<file path="src/rtl/rop_pkg.sv">
package rop_pkg;

    typedef enum logic [1:0] {
        CMD_IDLE  = 2'b00,
        CMD_READ  = 2'b01,
        CMD_DESEL = 2'b10,
        CMD_RSVD  = 2'b11
    } rop_cmd_e;

    typedef struct packed {
        rop_cmd_e cmd;
        logic     ft_valid;
    } rop_in_stage_t;

    function automatic logic is_read(input rop_cmd_e c);
        return c == CMD_READ;
    endfunction

    function automatic logic is_desel(input rop_cmd_e c);
        return c == CMD_DESEL;
    endfunction

    // next drive state: read sets, deselect clears, anything else holds
    function automatic logic next_valid(input rop_cmd_e c, input logic cur);
        if (is_read(c))
            return 1'b1;
        else if (is_desel(c))
            return 1'b0;
        else
            return cur;
    endfunction

endpackage

</file>
<file path="src/rtl/rop_cmd_stage.sv">
module rop_cmd_stage
    import rop_pkg::*;
(
    input  logic          clk,
    input  logic          rst,
    input  logic          sleep_i,
    input  logic [1:0]    cmd_i,
    output rop_in_stage_t stage_q
);

    rop_in_stage_t stage_d;

    always_comb begin
        stage_d          = stage_q;
        stage_d.cmd      = rop_cmd_e'(cmd_i);
        stage_d.ft_valid = next_valid(rop_cmd_e'(cmd_i), stage_q.ft_valid);
    end

    always_ff @(posedge clk) begin
        if (rst) begin
            stage_q.cmd      <= CMD_IDLE;
            stage_q.ft_valid <= 1'b0;
        end else if (!sleep_i) begin
            stage_q <= stage_d;
        end
    end

endmodule

</file>
<file path="src/rtl/rop_data_stage.sv">
module rop_data_stage
    import rop_pkg::*;
#(
    parameter int W = 36
) (
    input  logic         clk,
    input  logic         rst,
    input  logic         sleep_i,
    input  rop_cmd_e     s1_cmd,
    input  logic [W-1:0] arr_rdata,
    output logic [W-1:0] pl_data,
    output logic         pl_valid
);

    always_ff @(posedge clk) begin
        if (rst) begin
            pl_data  <= '0;
            pl_valid <= 1'b0;
        end else if (!sleep_i) begin
            pl_data  <= arr_rdata;
            pl_valid <= next_valid(s1_cmd, pl_valid);
        end
    end

endmodule

</file>
<file path="src/rtl/rop_drive_gate.sv">
module rop_drive_gate
    import rop_pkg::*;
#(
    parameter int W = 36
) (
    input  logic         pipe_mode,
    input  logic         dual_desel,
    input  rop_cmd_e     s1_cmd,
    input  logic         ft_valid,
    input  logic         pl_valid,
    input  logic [W-1:0] arr_rdata,
    input  logic [W-1:0] pl_data,
    input  logic         oe_i,
    input  logic         sleep_i,
    output logic         out_valid,
    output logic [W-1:0] out_data,
    output logic [W-1:0] bus_data,
    output logic         bus_oe
);

    logic early_off;

    // single-cycle deselect cuts the registered path one stage early
    assign early_off = !dual_desel && is_desel(s1_cmd);

    always_comb begin
        if (pipe_mode) begin
            out_valid = pl_valid && !early_off;
            out_data  = pl_data;
        end else begin
            out_valid = ft_valid;
            out_data  = arr_rdata;
        end
    end

    assign bus_oe = out_valid && oe_i && !sleep_i;

    for (genvar b = 0; b < W; b++) begin : g_mask
        assign bus_data[b] = out_data[b] & bus_oe;
    end

endmodule

</file>
<file path="src/rtl/rop_read_out.sv">
module rop_read_out
    import rop_pkg::*;
#(
    parameter int W = 36
) (
    input  logic         clk,
    input  logic         rst,
    input  logic [1:0]   cmd_i,
    input  logic [W-1:0] arr_rdata,
    input  logic         pipe_mode,
    input  logic         dual_desel,
    input  logic         oe_i,
    input  logic         sleep_i,
    output logic [W-1:0] bus_data,
    output logic         bus_oe
);

    rop_in_stage_t stage_q;
    logic [W-1:0]  pl_data;
    logic          pl_valid;
    logic          out_valid;
    logic [W-1:0]  out_data;

    rop_cmd_stage u_cmd (
        .clk     (clk),
        .rst     (rst),
        .sleep_i (sleep_i),
        .cmd_i   (cmd_i),
        .stage_q (stage_q)
    );

    rop_data_stage #(.W(W)) u_data (
        .clk       (clk),
        .rst       (rst),
        .sleep_i   (sleep_i),
        .s1_cmd    (stage_q.cmd),
        .arr_rdata (arr_rdata),
        .pl_data   (pl_data),
        .pl_valid  (pl_valid)
    );

    rop_drive_gate #(.W(W)) u_gate (
        .pipe_mode  (pipe_mode),
        .dual_desel (dual_desel),
        .s1_cmd     (stage_q.cmd),
        .ft_valid   (stage_q.ft_valid),
        .pl_valid   (pl_valid),
        .arr_rdata  (arr_rdata),
        .pl_data    (pl_data),
        .oe_i       (oe_i),
        .sleep_i    (sleep_i),
        .out_valid  (out_valid),
        .out_data   (out_data),
        .bus_data   (bus_data),
        .bus_oe     (bus_oe)
    );

endmodule

</file>
<file path="config.mk">
export PLATFORM = sky130hd
export DESIGN_NAME = rop_read_out
export DESIGN_NICKNAME = d
export VERILOG_FILES = /design/src/rtl/rop_pkg.sv /design/src/rtl/rop_cmd_stage.sv /design/src/rtl/rop_data_stage.sv /design/src/rtl/rop_drive_gate.sv /design/src/rtl/rop_read_out.sv
export SDC_FILE = /design/constraint.sdc
export NUM_CORES = 1
export LEC_CHECK = 0
export BUFFER_PORTS_ARGS = -buffer_cell sky130_fd_sc_hd__buf_2
export CELL_PAD_IN_SITES_DETAIL_PLACEMENT = 1
export CELL_PAD_IN_SITES_GLOBAL_PLACEMENT = 1
export CORE_AREA = 8 8 99 110
export CTS_BUF_LIST = sky130_fd_sc_hd__clkbuf_2 sky130_fd_sc_hd__clkbuf_4 sky130_fd_sc_hd__clkbuf_8
export DETAILED_ROUTE_END_ITERATION = 7
export DIE_AREA = 0 0 107 118
export GPL_TIMING_DRIVEN = 1
export PLACE_DENSITY_LB_ADDON = 0.1
export SLEW_MARGIN = 25
export SYNTH_ARGS = -nofsm -noshare
export SYNTH_HDL_FRONTEND = slang
export SYNTH_HIERARCHICAL = 1
export SYNTH_SLANG_ARGS = --single-unit
</file>
<file path="constraint.sdc">
create_clock -name clk -period 3.4 [get_ports clk]
set_input_delay 0.51 -clock clk [delete_from_list [all_inputs] [get_ports clk]]
set_output_delay 0.51 -clock clk [all_outputs]
set_load 0.1 [all_outputs]
</file>
==> After elaboration in Yosys (flattened, before gate mapping) <==
Cells that the tools add are included.
{ "totals": {"regBits": 40, "word_cells": 62} }
{ "op_classes": {"n_eq_ne": 4, "muxes": 6, "n_bitwise": 37, "reduce_logical": 11} }
{ "op_table": {"columns": ["op", "n"], "rows": [
  ["1-bit AND", 36],
  ["36-bit 2-to-1 mux", 1],
  ["1-bit 2-to-1 mux", 5],
  ["2-bit by 1-bit == test with 1-bit output (second input constant)", 2],
  ["2-bit == test (second input constant)", 2],
  ["1-bit logical AND", 4],
  ["2-bit AND reduction", 2],
  ["2-bit nonzero test", 2],
  ["1-bit logical NOT", 3],
  ["1-bit inverter", 1]
]} }

==> Logic depth before layout (Yosys ltp) <==
Gate-level depths: netlist (run 1).
{ "depth": {"depth_word": 8, "ltp_mapped": 5, "mapped_depth_nobuf": 4} }

==> Modules after synthesis <==
The synthesis (run 1) kept the hierarchy.
{ "modules_own_cells": {"columns": ["module", "instances", "cells_per_inst", "area_per_inst_um2"], "rows": [
  ["rop_data_stage", 1, 122, 1362.6],
  ["rop_drive_gate", 1, 93, 1186.1],
  ["rop_cmd_stage", 1, 12, 122.6]
]} }

==> Worst setup path after synthesis (run 1) <==
No wires, ideal clock.
{ "synth_timing": {"path_kind": "in2out", "from": "input dual_desel", "to": "output bus_data[0]", "t_arrival_ns": 4.196, "setup_slack_ns": -1.306, "cell_stages": 4, "n_path_buf": 2, "cell_sequence": "and4bb_2 -> buf_2 -> buf_2 -> nor4b_1"} }
{ "synth_between": {"elab_chain_cells": 8} }
{ "synth_rtl": {"columns": ["item", "line_no", "rtl"], "rows": [
  ["start: declaration", "rop_read_out.sv:11", "input logic dual_desel,"],
  ["1-bit logical NOT", "rop_drive_gate.sv:24", "assign early_off = !dual_desel && is_desel(s1_cmd);"],
  ["1-bit logical AND", "rop_drive_gate.sv:24", null],
  ["1-bit logical NOT", "rop_drive_gate.sv:28", "out_valid = pl_valid && !early_off;"],
  ["1-bit logical AND", "rop_drive_gate.sv:28", null],
  ["1-bit 2-to-1 mux", "rop_drive_gate.sv:27", "if (pipe_mode) begin"],
  ["1-bit logical AND (2 in series)", "rop_drive_gate.sv:36", "assign bus_oe = out_valid && oe_i && !sleep_i;"],
  ["1-bit AND", "rop_drive_gate.sv:39", "assign bus_data[b] = out_data[b] & bus_oe;"],
  ["end: declaration", "rop_read_out.sv:14", "output logic [W-1:0] bus_data,"]
]} }
Every way passes these cells.

==> Worst setup path in the final report (run 1) <==
{ "layout_timing": {"from": "input pipe_mode", "to": "output bus_data[5]"} }
{ "layout_between": {"word_cells_on_any_way": 5, "classes_between": "2 x mux; 1 x bitwise; 2 x reduce/logical"} }
{ "layout_rtl": {"columns": ["item", "line_no", "rtl"], "rows": [
  ["start: declaration", "rop_read_out.sv:10", "input logic pipe_mode,"],
  ["36-bit 2-to-1 mux", "rop_drive_gate.sv:27", null],
  ["named net out_data[5]", "rop_read_out.sv:22", "logic [W-1:0] out_data;"],
  ["1-bit AND", "rop_drive_gate.sv:39", null]
]} }
The timed path passes the listed nets, and every way through them passes these cells.

==> run_results.csv, run 1 <==
group,metric,value,unit
outcome,status,"complete, no violations",
cells_and_area,finalNonFillerCells,414,
global_route,grt_overflow_total,0,
cells_and_area,fin_nets,342,
global_route,met3_usage,0.03176,
detailed_routing,routed_via_density,4.732,
cells_and_area,antennaDiodeCount,0,
timing,hold_viol_final,0,
cells_and_area,fin_util,0.3531,
global_route,top_usage_layer,"met2",
placed_design,port_buffers,80,
timing,worst_pin_slew,0.7930,ns
critical_path,path_max_fanout,25,
detailed_routing,routedWlPerCell,16.59,um
global_route,grt_pass1_wl,11260,um
placed_design,dp.final_hpwl,4769,um
placed_design,post-place-ws,0.5716,ns
clocking,insertion_delay,0.29,ns
die,die-height,118,um
cells_and_area,final_common_cell,"buf_2",
cells_and_area,final_area,3221,um2
timing,finalCriticalPeriod,2.759,ns
job,cap_violations,0,
die,num_rows,37,
clocking,cts.htree.levels,2,
clocking,cts_root_buffer,"clkbuf_8",
critical_path,crit_arrival,2.25,ns
detailed_routing,drc,0,
clocking,postCtsHoldBufs,0,
timing,drv_slew,0,
detailed_routing,drt_iter0_drc,51,
global_route,grtUsageMet2,0.1938,
clocking,path_clk_slew,0.08,ns
detailed_routing,drtPass1Iterations,4,
detailed_routing,via_count,1959,
critical_path,worstPathRequired,2.89,ns
placed_design,gp_congestion,0.6535,
logic_synthesis,ys_warn_count,6,
power,ir_drop,0.0001598,V
logic_synthesis,syn_inst,226,
detailed_routing,antenna_left,0,
global_route,grt_pass1_vias,2239,
timing,fmax,0.3624,GHz
clocking,post_cts_buffers,0,
timing,finalWorstSetupSlack,0.6410,ns
logic_synthesis,syn_area,2668,um2
die,num_io_pins,81,
global_route,use_met1,0.1255,
critical_path,cp-end-kind,"output port",
cells_and_area,layout-drive-gt1-share,0.5185,
timing,setup-tns-final,0,ns
power,power.density,346.9,nW/um2
clocking,cts.path.max_buffers,2,
logic_synthesis,syn_area_per_cell,11.80,um2
clocking,tritoncts,"yes",
critical_path,rrSetupSlack,2.15,ns
cells_and_area,fill_cells,1044,
timing,finalClockSkew,0.005357,ns
min_path,min_path_type,"in -> reg",
cells_and_area,multi_input_area,1659,um2
detailed_routing,routed_wl,6868,um
timing,maxSlewHeadroom,0.4713,
cells_and_area,regArea,800.8,um2
timing,finalSetupViolations,0,
clocking,cts_resized,0,
global_route,grt_max_degree,43,
placed_design,place_area,3109,um2
power,leakagePower,1.401,nW
critical_path,cp-start-kind,"primary input",
cells_and_area,syn2layout_area_growth,20.73,%
die,fp.coreArea,9120,um2
global_route,antenna_found_initial,0,
cells_and_area,final_cell_mix,"buf_2, dfxtp_1, mux2i_1, nor2_1, mux2_2",
die,initial_utilization,0.2925,
die,fp.dieW,107,um
timing,period_share,0.8115,
placed_design,dp.cells,406,
clocking,cts_buffers,5,
logic_synthesis,synth_fp_nets,272,
critical_path,worstSetupPathType,"in -> out",
timing,rsz0062_at_grt,"no",
clocking,cts_sinks,40,
die,dieArea,12630,um2
global_route,grtUsageTotal,0.1109,
per-stage QoR:
step	hold slack, ns	total power, mW
finish	0.4638	1.117
detailed placement	0.4815	0.7378
floorplan	0.4470	0.6868
global placement	0.4684	0.7350
global route	0.4595	1.184
CTS	0.4559	1.145
flip-flops by register name, summed over array words and instances, names as in the netlist:
register	cells
u_data/pl_data	36
u_data/pl_valid	1
u_cmd/stage_q	3
per-layer routing:
layer	wire, um	vias to the layer above
li1	-	957
met2	3467	45
met3	368	4
met5	0	-
met4	71	0
met1	2961	953
worst paths after layout:
kind / start / endpoint / cells after the start
worst max register to register: u_cmd/stage_q[2]$_SDFFE_PP0N_ / u_data/pl_valid$_SDFFE_PP0P_ / 4
worst max-delay path: pipe_mode / bus_data[5] / 5
worst min register to register: u_data/pl_data[0]$_SDFFE_PP0N_ / u_data/pl_data[0]$_SDFFE_PP0N_ / 2
worst min-delay path: arr_rdata[6] / u_data/pl_data[6]$_SDFFE_PP0N_ / 3
final cells by class:
type	count	area share
repair buffers	87	0.1538
clock inverters	2	0.01088
flip-flops and latches	40	0.2486
clock buffers	6	0.02370
multi-input cells	160	0.5152
inverters	2	0.002331
well taps	117	0.04545
worst max-delay path, cell delays in order:
cell,delay (ns)
buf_2,0.32
buf_4,0.42
mux2_2,0.22
nor4b_1,0.51
buf_12,0.25
report_power, final:
part / switching (mW) / leakage (nW) / internal, mW
logic: 0.109 / 1.01 / 0.105
registers: 0.0131 / 0.330 / 0.496
clock network: 0.170 / 0.0586 / 0.226
total: 0.291 / 1.40 / 0.826
Power figures use the tool's default switching activity.
==> run 2, diff against run 1 <==
==> constraint.sdc (replaced) <==
create_clock -name clk -period 2.7 [get_ports clk]
set_input_delay 0.405 -clock clk [delete_from_list [all_inputs] [get_ports clk]]
set_output_delay 0.405 -clock clk [all_outputs]
set_load 0.1 [all_outputs]
==> run 2 against run 1 <==
Net effect:
- first-iteration DRC count fell by 16%
- highest routed layer unchanged
- sequential power grew 26%
- worst hold slack got worse by 0.10 ns
- critical path depth fell by 1
- combinational power increased by 31%
- global-route usage increased by 0.24 points
- design area increased by 2.4%
- largest power group unchanged
- final cell count unchanged
==> run_results.csv, run 2 (synthesis gave the netlist of run 1 again) <==
group,metric,value,unit
critical_path,ff2ff_path_depth,4,
critical_path,path_max_fanout,21,
die,die-height,118,um
die,fp.coreArea,9120,um2
timing,fin_hold_ws,0.3637,ns
placed_design,post-place-ws,0.2027,ns
die,num_rows,37,
clocking,cts_root_buffer,"clkbuf_8",
power,power.density,411.2,nW/um2
clocking,post_cts_buffers,0,
cells_and_area,final_common_cell,"buf_2",
die,initial_utilization,0.2925,
power,switchingPower,0.3669,mW
min_path,hold_path.startpoint,"arr_rdata[30]",
timing,period_share,0.9025,
cells_and_area,final_cell_mix,"buf_2, dfxtp_1, mux2i_1, nor2_1, mux2_2",
global_route,met3_usage,0.02848,
global_route,grtUsageMet2,0.2062,
power,total_power,1.357,mW
cells_and_area,finalNonFillerCells,414,
min_path,holdPathStages,3,
critical_path,crit_arrival,2.03,ns
min_path,holdPathEnd,"u_data/pl_data[30]$_SDFFE_PP0N_",
timing,finalCriticalPeriod,2.437,ns
power,clkPwrFrac,0.322,
clocking,path_clk_slew,0.08,ns
clocking,cts_resized,0,
clocking,insertion_delay,0.29,ns
global_route,antenna_found_initial,0,
critical_path,r2r_start,"u_cmd/stage_q[2]$_SDFFE_PP0N_",
global_route,use_met1,0.1250,
clocking,tritoncts,"yes",
critical_path,rrSetupSlack,1.44,ns
critical_path,cp-end-kind,"output port",
job,cap_violations,0,
clocking,cts.path.max_buffers,2,
timing,finalClockSkew,0.0001524,ns
detailed_routing,drtPass1Iterations,4,
critical_path,worstSetupPathType,"reg -> out",
global_route,grtUsageTotal,0.1134,
detailed_routing,drt_iter0_drc,43,
cells_and_area,largest_reg_flops,36,
cells_and_area,layout-drive-gt1-share,0.5758,
placed_design,dp.cells,405,
cells_and_area,fin_nets,342,
die,dieArea,12630,um2
detailed_routing,routed_wl,7050,um
clocking,cts_buffers,5,
die,fp.dieW,107,um
cells_and_area,antennaDiodeCount,0,
global_route,grt_overflow_total,0,
timing,finalWorstSetupSlack,0.2633,ns
detailed_routing,routedWlPerCell,17.03,um
power,leakagePower,1.408,nW
critical_path,cp-startpoint,"u_cmd/stage_q[1]$_SDFFE_PP0N_",
global_route,grt_max_degree,43,
global_route,grt_pass1_wl,11610,um
cells_and_area,syn2layout_area_growth,23.69,%
critical_path,r2r_end,"u_data/pl_valid$_SDFFE_PP0P_",
timing,hold_viol_final,0,
min_path,min_path_type,"in -> reg",
cells_and_area,top_register,"u_data/pl_data",
global_route,grt_pass1_vias,2299,
power,p_sw_frac,0.2705,
timing,worst_pin_slew,0.8001,ns
clocking,cts.htree.levels,2,
detailed_routing,via_count,1947,
cells_and_area,fin_util,0.3618,
power,p_seq_frac,0.472,
detailed_routing,drc,0,
timing,rsz0062_at_grt,"no",
clocking,postCtsHoldBufs,0,
timing,finalSetupViolations,0,
detailed_routing,antenna_left,0,
timing,maxSlewHeadroom,0.4666,
power,ir_drop,0.0001381,V
timing,fmax,0.4104,GHz
outcome,status,"complete, no violations",
power,pwr-share-comb,0.206,
placed_design,port_buffers,80,
placed_design,dp.final_hpwl,4772,um
critical_path,worstPathRequired,2.30,ns
die,num_io_pins,81,
critical_path,cp-start-kind,"register",
detailed_routing,routed_via_density,4.703,
timing,drv_slew,0,
clocking,cts_sinks,40,
placed_design,gp_congestion,0.6641,
global_route,top_usage_layer,"met2",
power,internal_power,0.9896,mW
cells_and_area,reg.largest.list,"u_data/pl_data x36, u_cmd/stage_q x3, u_data/pl_valid x1",
-- run 2: layer usage --
layer | share of wire | routed length [um]
met2 | 0.51 | 3617
met1 | 0.43 | 3023
met5 | 0 | 0
met4 | 0.011 | 80
met3 | 0.047 | 329
-- run 2: critical path, cell delays in order, from the launching register on --
cell,delay (ns)
dfxtp_1,0.37
and4bb_4,0.34
buf_12,0.24
nor4b_2,0.30
buf_2,0.48
-- run 2: metrics by stage --
stage / instance area, um2 / TNS (ns)
CTS: 3279 / 0
floorplan: 2773 / -6.172
global route: 3299 / 0
global placement: 3182 / 0
finish: 3299 / 0
detailed placement: 3182 / 0
-- run 2: final cells by class --
type / count / area (um2)
clock buffers: 8 / 97.59
flip-flops and latches: 40 / 800.8
well taps: 117 / 146.4
inverters: 2 / 7.507
fillers: 1055 / 5821
repair buffers: 87 / 478.0
multi-input cells: 160 / 1769
-- run 2: power by group through the flow --
stage	Clock, mW	Combinational [mW]	Sequential (mW)
floorplan	0	0.223	0.649
global placement	0	0.281	0.653
detailed placement	0	0.285	0.654
CTS	0.463	0.286	0.641
global route	0.479	0.306	0.645
finish	0.437	0.280	0.640
-- run 2: how the worst max path moves through the flow --
stage                        end  depth (start not counted)
CTS                 bus_data[35]                          3
floorplan            bus_data[0]                          4
global route        bus_data[35]                          4
detailed placement  bus_data[35]                          4
global placement    bus_data[35]                          4
finish              bus_data[35]                          4
==> run 3, diff against run 2 <==
--- a/config.mk
+++ b/config.mk
@@ -5,15 +5,17 @@
 export SDC_FILE = /design/constraint.sdc
 export NUM_CORES = 1
 export LEC_CHECK = 0
+export ABC_AREA = 1
 export BUFFER_PORTS_ARGS = -buffer_cell sky130_fd_sc_hd__buf_2
 export CELL_PAD_IN_SITES_DETAIL_PLACEMENT = 1
 export CELL_PAD_IN_SITES_GLOBAL_PLACEMENT = 1
-export CORE_AREA = 8 8 99 110
+export CORE_AREA = 8 8 96 106
 export CTS_BUF_LIST = sky130_fd_sc_hd__clkbuf_2 sky130_fd_sc_hd__clkbuf_4 sky130_fd_sc_hd__clkbuf_8
 export DETAILED_ROUTE_END_ITERATION = 7
-export DIE_AREA = 0 0 107 118
+export DIE_AREA = 0 0 104 114
 export GPL_TIMING_DRIVEN = 1
 export PLACE_DENSITY_LB_ADDON = 0.1
+export RECOVER_POWER = 100
 export SLEW_MARGIN = 25
 export SYNTH_ARGS = -nofsm -noshare
 export SYNTH_HDL_FRONTEND = slang
==> run 3 against run 2 <==
Net effect:
- synthesized cell count rose by 39%
- clock power is 13% lower
- clock skew barely moved
- design area decreased by 16%
- critical path type is now in -> out
==> run_results.csv, run 3 <==
group,metric,value,unit
global_route,grt_pass1_vias,2345,
die,num_io_pins,81,
cells_and_area,layout-drive-gt1-share,0.3860,
critical_path,cp-startpoint,"pipe_mode",
clocking,cts_buffers,5,
critical_path,r2r_start,"u_cmd/stage_q[2]$_SDFFE_PP0N_",
cells_and_area,fin_nets,432,
timing,finalWorstSetupSlack,0.3406,ns
cells_and_area,reg.largest.list,"u_data/pl_data x36, u_cmd/stage_q x3, u_data/pl_valid x1",
timing,drv_slew,0,
global_route,grt_overflow_total,0,
logic_synthesis,syn_area_per_cell,7.324,um2
job,cap_violations,0,
power,power.density,487.0,nW/um2
cells_and_area,final_cell_mix,"nor2_1, o21ai_0, buf_2",
clocking,postCtsHoldBufs,0,
clocking,insertion_delay,0.28,ns
power,ir_drop,0.0001386,V
global_route,use_met1,0.1436,
min_path,min_path_type,"in -> reg",
timing,finalClockSkew,0.0003711,ns
critical_path,worstSetupPathType,"in -> out",
cells_and_area,final_common_cell,"nor2_1",
clocking,cts.htree.levels,2,
placed_design,post-place-ws,0.3356,ns
detailed_routing,drc,0,
global_route,antenna_found_initial,0,
critical_path,critPathBufInv,3,
min_path,hold_path.startpoint,"arr_rdata[2]",
critical_path,path_max_fanout,37,
global_route,grt_max_degree,43,
clocking,cts_root_buffer,"clkbuf_8",
timing,period_share,0.8738,
critical_path,cp-start-kind,"primary input",
die,initial_utilization,0.2773,
critical_path,crit_arrival,1.95,ns
clocking,tritoncts,"yes",
logic_synthesis,ys_warn_count,6,
detailed_routing,drt_iter0_drc,39,
placed_design,gp_congestion,0.6718,
clocking,cts_resized,0,
critical_path,critical-path-max-stage-delay,0.48,ns
global_route,met3_usage,0.03666,
detailed_routing,antenna_left,0,
cells_and_area,largest_reg_flops,36,
power,leakagePower,1.285,nW
die,die-height,114,um
cells_and_area,syn2layout_area_growth,19.74,%
detailed_routing,via_count,2234,
logic_synthesis,syn_inst,315,
logic_synthesis,syn_area,2307,um2
detailed_routing,routed_via_density,4.486,
global_route,grt_pass1_wl,11640,um
timing,setup-tns-final,0,ns
global_route,top_usage_layer,"met2",
cells_and_area,top_register,"u_data/pl_data",
placed_design,dp.final_hpwl,4624,um
critical_path,cp_slowest_cell,"clkbuf_2",
logic_synthesis,synth_fp_nets,361,
die,dieArea,11860,um2
critical_path,crit_family,"buffers and inverters",
clocking,cts_sinks,40,
critical_path,cp-end-kind,"output port",
placed_design,port_buffers,80,
critical_path,worstPathRequired,2.30,ns
detailed_routing,drtPass1Iterations,4,
die,fp.dieW,104,um
global_route,grtUsageTotal,0.1183,
timing,hold_viol_final,0,
timing,maxSlewHeadroom,0.4053,
detailed_routing,routed_wl,6765,um
timing,finalCriticalPeriod,2.359,ns
die,fp.coreArea,8320,um2
clocking,post_cts_buffers,0,
global_route,grtUsageMet2,0.1986,
outcome,status,"complete, no violations",
detailed_routing,routedWlPerCell,13.58,um
die,num_rows,35,
timing,rsz0062_at_grt,"no",
clocking,cts.path.max_buffers,2,
critical_path,cpMostUsedCell,"nand2_1",
timing,fmax,0.4238,GHz
clocking,path_clk_slew,0.08,ns
timing,worst_pin_slew,0.8921,ns
timing,finalSetupViolations,0,
critical_path,path_cells,"buf_2, nand2_1, inv_2, nand2_1, nand2_2, nand2_4, nor2_1, clkbuf_2",
==> run 3: worst reg2reg max path, stage by stage, from the launching register on <==
cell	delay (ns)
dfxtp_1	0.36
inv_1	0.05
ha_1	0.26
nor2_1	0.12
nand2_1	0.08
nand2_1	0.06
nor2_1	0.05
==> run 3: metrics by stage <==
stage | hold slack [ns] | area, um2 | cells | util | power, mW
after floorplan | 0.4463 | 2307 | 315 | - | 0.9093
after global placement | 0.4555 | 2705 | 490 | 0.3251 | 0.9842
after detailed placement | 0.4674 | 2705 | 490 | 0.3251 | 0.9888
after CTS | 0.3644 | 2786 | 497 | 0.3349 | 1.385
after global routing | 0.3674 | 2760 | 497 | 0.3317 | 1.449
final | 0.3742 | 2763 | 498 | 0.3320 | 1.345
==> run 3: final timing paths <==
check	end	slack (ns)	depth (start not counted)
setup / recovery	bus_data[34]	0.34	8
hold / removal	u_data/pl_data[2]$_SDFFE_PP0N_	0.37	3
setup reg to reg	u_data/pl_valid$_SDFFE_PP0P_	1.62	6
hold reg to reg	u_data/pl_data[30]$_SDFFE_PP0N_	0.48	2
==> run 3: metal layers <==
layer,vias to the layer above,share of wire
met3,4,0.049
li1,1144,-
met4,0,0.0081
met2,46,0.47
met5,-,0
met1,1040,0.47
==> run 3: power by group <==
group | internal [mW] | switching (mW)
logic | 0.101 | 0.212
registers | 0.632 | 0.0184
clock network | 0.186 | 0.197
==> run 3: final cells by class <==
type,instances,area [um2]
diodes,1,2.502
clock buffers,6,76.32
clock inverters,1,5.005
fillers,1077,5558
inverters,14,60.06
multi-input cells,241,1252
flip-flops and latches,40,800.8
well taps,111,138.9
repair buffers,84,426.7
